**src/rtl/pwm_trip_pkg.sv**
```systemverilog
package pwm_trip_pkg;

  // Number of gate outputs: three phases, high and low side each.
  localparam int unsigned PTC_GATES = 6;
  // General I/O lines that may be routed to the trip function.
  localparam int unsigned PTC_LINES = 12;
  // Synchronizer depth for the pin inputs.
  localparam int unsigned PTC_SYNC  = 2;

  typedef enum logic {
    LATCH_RUN  = 1'b0,
    LATCH_TRIP = 1'b1
  } latch_state_e;

endpackage

```
**src/rtl/pwm_trip_sync.sv**
```systemverilog
module pwm_trip_sync #(
  parameter int unsigned     WIDTH   = 1,
  parameter int unsigned     STAGES  = 2,
  parameter logic [WIDTH-1:0] RST_VAL = '0
) (
  input  logic             clk,
  input  logic             rst_n,
  input  logic [WIDTH-1:0] din_i,
  output logic [WIDTH-1:0] dout_o
);

  logic [STAGES-1:0][WIDTH-1:0] stage_q;
  logic [STAGES-1:0][WIDTH-1:0] stage_d;

  always_comb begin
    stage_d[0] = din_i;
    for (int s = 1; s < STAGES; s++) begin
      stage_d[s] = stage_q[s-1];
    end
  end

  always_ff @(posedge clk or negedge rst_n) begin
    if (!rst_n) begin
      stage_q <= {STAGES{RST_VAL}};
    end else begin
      stage_q <= stage_d;
    end
  end

  assign dout_o = stage_q[STAGES-1];

endmodule

```
**src/rtl/pwm_trip_detect.sv**
```systemverilog
module pwm_trip_detect #(
  parameter int unsigned NUM_LINES = 12
) (
  input  logic                 trip_n_i,
  input  logic [NUM_LINES-1:0] line_i,
  input  logic [NUM_LINES-1:0] mask_i,
  output logic                 req_o
);

  logic [NUM_LINES-1:0] line_hit;

  // Each enabled line counts as a trip when low.
  for (genvar k = 0; k < NUM_LINES; k++) begin : g_line
    assign line_hit[k] = mask_i[k] & ~line_i[k];
  end

  assign req_o = ~trip_n_i | (|line_hit);

endmodule

```
**src/rtl/pwm_trip_latch.sv**
```systemverilog
module pwm_trip_latch
  import pwm_trip_pkg::*;
(
  input  logic clk,
  input  logic rst_n,
  input  logic hw_req_i,
  input  logic sw_set_i,
  input  logic sw_clr_i,
  output logic shut_o,
  output logic irq_o
);

  latch_state_e state_q, state_d;
  logic         irq_q, irq_d;
  logic         set_req;

  assign set_req = hw_req_i | sw_set_i;

  always_comb begin
    state_d = state_q;
    if (set_req) begin
      state_d = LATCH_TRIP;
    end else if (sw_clr_i) begin
      state_d = LATCH_RUN;
    end
    irq_d = set_req & (state_q == LATCH_RUN);
  end

  always_ff @(posedge clk or negedge rst_n) begin
    if (!rst_n) begin
      state_q <= LATCH_RUN;
      irq_q   <= 1'b0;
    end else begin
      state_q <= state_d;
      irq_q   <= irq_d;
    end
  end

  assign shut_o = (state_q == LATCH_TRIP);
  assign irq_o  = irq_q;

endmodule

```
**src/rtl/pwm_trip_gate.sv**
```systemverilog
module pwm_trip_gate #(
  parameter int unsigned NUM_OUT = 6
) (
  input  logic               pol_i,
  input  logic               force_off_i,
  input  logic [NUM_OUT-1:0] on_i,
  output logic [NUM_OUT-1:0] gate_o
);

  for (genvar i = 0; i < NUM_OUT; i++) begin : g_out
    assign gate_o[i] = (on_i[i] & ~force_off_i) ? pol_i : ~pol_i;
  end

endmodule

```
**src/rtl/pwm_trip_ctrl.sv**
```systemverilog
module pwm_trip_ctrl
  import pwm_trip_pkg::*;
#(
  parameter int unsigned NUM_OUT     = PTC_GATES,
  parameter int unsigned NUM_GPIO    = PTC_LINES,
  parameter int unsigned SYNC_STAGES = PTC_SYNC
) (
  input  logic                clk,
  input  logic                rst_n,
  input  logic                pol_i,
  input  logic [NUM_OUT-1:0]  pwm_on_i,
  input  logic                trip_n_i,
  input  logic [NUM_GPIO-1:0] gpio_i,
  input  logic                mask_we_i,
  input  logic [NUM_GPIO-1:0] mask_wdata_i,
  input  logic                sw_trip_i,
  input  logic                sw_clear_i,
  output logic [NUM_OUT-1:0]  gate_o,
  output logic                timer_rst_o,
  output logic                irq_o,
  output logic                trip_status_o
);

  localparam int unsigned PIN_W = NUM_GPIO + 1;

  logic [NUM_GPIO-1:0] mask_q, mask_d;
  logic [PIN_W-1:0]    pins_sync;
  logic                hw_req_raw;
  logic                hw_req_sync;
  logic                shut;

  // Enable mask for the I/O trip lines.
  always_comb begin
    mask_d = mask_q;
    if (mask_we_i) begin
      mask_d = mask_wdata_i;
    end
  end

  always_ff @(posedge clk or negedge rst_n) begin
    if (!rst_n) begin
      mask_q <= '0;
    end else begin
      mask_q <= mask_d;
    end
  end

  // Unclocked detection: drives the gates directly.
  pwm_trip_detect #(.NUM_LINES(NUM_GPIO)) u_det_raw (
    .trip_n_i (trip_n_i),
    .line_i   (gpio_i),
    .mask_i   (mask_q),
    .req_o    (hw_req_raw)
  );

  // Clocked copy of the pins, idle level high.
  pwm_trip_sync #(
    .WIDTH   (PIN_W),
    .STAGES  (SYNC_STAGES),
    .RST_VAL ({PIN_W{1'b1}})
  ) u_sync (
    .clk    (clk),
    .rst_n  (rst_n),
    .din_i  ({trip_n_i, gpio_i}),
    .dout_o (pins_sync)
  );

  pwm_trip_detect #(.NUM_LINES(NUM_GPIO)) u_det_sync (
    .trip_n_i (pins_sync[NUM_GPIO]),
    .line_i   (pins_sync[NUM_GPIO-1:0]),
    .mask_i   (mask_q),
    .req_o    (hw_req_sync)
  );

  pwm_trip_latch u_latch (
    .clk      (clk),
    .rst_n    (rst_n),
    .hw_req_i (hw_req_sync),
    .sw_set_i (sw_trip_i),
    .sw_clr_i (sw_clear_i),
    .shut_o   (shut),
    .irq_o    (irq_o)
  );

  pwm_trip_gate #(.NUM_OUT(NUM_OUT)) u_gate (
    .pol_i       (pol_i),
    .force_off_i (hw_req_raw | shut),
    .on_i        (pwm_on_i),
    .gate_o      (gate_o)
  );

  assign timer_rst_o   = shut;
  assign trip_status_o = pins_sync[NUM_GPIO];

endmodule

```
**config.mk**
```make
export PLATFORM = sky130hd
export DESIGN_NAME = pwm_trip_ctrl
export DESIGN_NICKNAME = d
export VERILOG_FILES = /design/src/rtl/pwm_trip_pkg.sv /design/src/rtl/pwm_trip_sync.sv /design/src/rtl/pwm_trip_detect.sv /design/src/rtl/pwm_trip_latch.sv /design/src/rtl/pwm_trip_gate.sv /design/src/rtl/pwm_trip_ctrl.sv
export SDC_FILE = /design/constraint.sdc
export NUM_CORES = 1
export LEC_CHECK = 0
export ABC_AREA = 1
export CORE_ASPECT_RATIO = 1.75
export CORE_MARGIN = 2
export CORE_UTILIZATION = 52
export CTS_BUF_LIST = sky130_fd_sc_hd__clkbuf_4 sky130_fd_sc_hd__clkbuf_8
export DETAILED_ROUTE_END_ITERATION = 12
export GPL_TIMING_DRIVEN = 0
export PLACE_DENSITY_LB_ADDON = 0.08
export SYNTH_ARGS = -nofsm -noshare
export SYNTH_HDL_FRONTEND = slang
export SYNTH_SLANG_ARGS = --single-unit
```
**constraint.sdc**
```tcl
create_clock -name clk -period 1.96 [get_ports clk]
set_input_delay 0.392 -clock clk [delete_from_list [all_inputs] [get_ports clk]]
set_output_delay 0.392 -clock clk [all_outputs]
set_load 0.03 [all_outputs]
```
==> metrics.txt <==
status=finished clean; peak supply drop=0.6544 mV; CP max stage delay=0.41 ns; grt met3 use=4.884%; DR DRC count=0; gr ovfl total=0; Die ar.=3581 um^2; worst hold path type=in2async; Worst Setup Start Kind=flip-flop; Unique masters post-synth=19; yosys warns=0; leak pwr=0.001096 uW; flops & latches, synth=40; Global Route met1 Usage=23.55%; Final Power=1707 uW; fin nets=263; CP Max Fanout=6; final setup fails=0; CTS Sinks=40; vias per inst=5.055; grt peak-use layer=met2; fmax=519.9 MHz; RePlAce Congestion=0.7403; die span in y=77.67 um; Pwr Density=747.9 nW/um^2; DR iter-0 viols=18; fillers=216; post-layout min period=1.924 ns; Initial DRT Pass Iterations=4; synthesis-to-layout area growth=41.51%; Worst Setup Path Type=reg2out; CTS Buf Count=5; worst reg2reg path depth=7; DP HPWL=2540 um; Max clock buf depth=2; Vias=1289; worst hold margin=0.2043 ns; CTS H-tree depth=2; Global Route met2 Usage=38.89%; reg-to-reg startpoint=u_sync.dout_o[0]; Tcrit/Tclk final=98.14%; CTS root buf=clkbuf_8; Slew headroom=44.85%; reg2reg end=u_latch.shut_o; antenna violations before repair=0; Final Max Slew Viols=0; Tot GR Track Use=21.94%; Diodes inserted=0; post-synthesis sequential area ratio=64.08%; Register Area=1033 um^2; synth top area cells=dfstp_2 (42%), dfrtp_1 (22%), nand2_1 (11%); Mapped Area=1613 um^2; Gate Count Post-Synth=169; r2r setup slk=0.71 ns; first-pass GRT wire length=5761 um; initial core utilization=55.09%; Worst path slowest cell=dfrtp_1; IO buf count=45; Die X=46.10 um; WL/cell=13.40 um; area of the multi-input gates=523.0 um^2; Critical Path End Type=output port; Critical Path, Cell by Cell=nand2_1 -> nand2_1 -> nor2_2 -> nand2_2 -> nor2_4 -> nand3_2 -> nand2_2 -> buf_6; Worst-Margin Slew=0.8272 ns; Synth top area share=42.36%; number of synthesized flops with an enable pin=0; largest net degree at the start of global routing=41; vias in the first global route=1374; endpoint arrival time on the critical path=1.53 ns; ys async rst share=100.0%; clk_lat worst skew=0.28 ns; Yosys top cell by area=dfstp_2; post-route clock skew=0.005677 ns; Routed Antenna Nets=0; cell with the most instances after synthesis=nand2_1; mean post-synth cell area=9.543 um^2; WP data required=1.57 ns; most instantiated cells after synthesis=nand2_1 (47), inv_1 (30), dfstp_2 (26), dfrtp_1 (14), nand3_1 (13); I/O pin cnt=46; share of cells above drive strength 1=33.92%; CTS tree=yes; Routed WL=3417 um; RSZ-0062 raised after global routing=yes; row cnt=26; Syn Nets=206; Reg clk slew, reported paths=0.07 ns; Main synth FF type=dfstp_2; max cap viols=0; Fin. Hold Viols=0; core area=2928 um^2
==> flip-flops by register name (all words and copies together), names as in the netlist <==
register,flops
mask_q,12
u_latch.irq_o,1
u_sync.dout_o,13
u_sync.stage_d,13
u_latch.shut_o,1
==> cell usage in the layout (no fill, tap or decap), drive strengths merged <==
cell	n
nand3	14
dfrtp	14
dlymetal6s2s	1
or2	2
clkinv	1
clkdlybuf4s50	24
nor2	13
a21boi	1
inv	31
buf	13
dfstp	26
dlygate4sd2	13
mux2	2
nand2	48
clkbuf	8
o22ai	2
o21ai	14
==> cells by family after synthesis <==
logic type | count (synthesis) | synth area share (%)
muxes | 2 | 1.396
AOI/OAI and AO/OA | 17 | 5.586
DFF | 40 | 64.08
and+or+nand+nor | 77 | 21.18
buffers and inverters | 33 | 7.757
==> layer usage <==
layer,wire [um],vias to the layer above
met1,1260,621
li1,-,628
met2,1971,35
met4,42,0
met5,0,-
met3,143,5
==> area by class of cell <==
class | instances | area share (%)
buffer | 2 | 0.3838
clock buffer | 7 | 3.673
clock inverter | 1 | 0.2193
inverter | 31 | 5.099
multi-input combinational | 96 | 22.92
sequential | 40 | 45.29
tap | 28 | 1.535
timing repair buffer | 50 | 20.89
==> worst max path at each step <==
stage | to | slack [ns] | startpoint | cells after the start
after floorplan | gate_o[0] | 0.33 | u_latch.shut_o | 7
after global placement | gate_o[0] | -0.65 | gpio_i[11] | 10
after detailed placement | gate_o[1] | -0.70 | gpio_i[1] | 10
after CTS | gate_o[1] | 0.005 | pol_i | 5
after global routing | gate_o[3] | -0.07 | mask_q[8] | 8
final | gate_o[5] | 0.04 | mask_q[11] | 8
==> where the power goes <==
part / switching, uW / internal (uW) / total [uW]
combinational: 133 / 121 / 255
clock: 256 / 277 / 533
sequential: 22.6 / 897 / 920
==> worst max-delay path: cells and delay by family, from the launching register on <==
family	cells	cell delay, ns
AND/OR/NAND/NOR	7	0.71
flip-flops	1	0.41
buffers and inverters	1	0.12
==> through the flow <==
step                      util [%]  cell area (um^2)  TNS [ns]  cells  setup WS (ns)
final                        77.95              2282         0    255        0.03639
after global routing         77.95              2282   -0.3681    255       -0.07158
after CTS                    75.98              2225         0    251       0.005445
after floorplan                  -              1613         0    169         0.3276
after global placement       71.67              2098    -7.906    242        -0.6455
after detailed placement     71.50              2093    -4.059    242        -0.6993
==> timing repair <==
item,in CTS,in global routing
gates resized for setup,66,11
setup endpoints to repair,6,6
pin swaps,15,14
buffers inserted,1,4
hold buffers,0,0
endpoints found under the hold margin,0,0
Power figures use the tool's default switching activity.
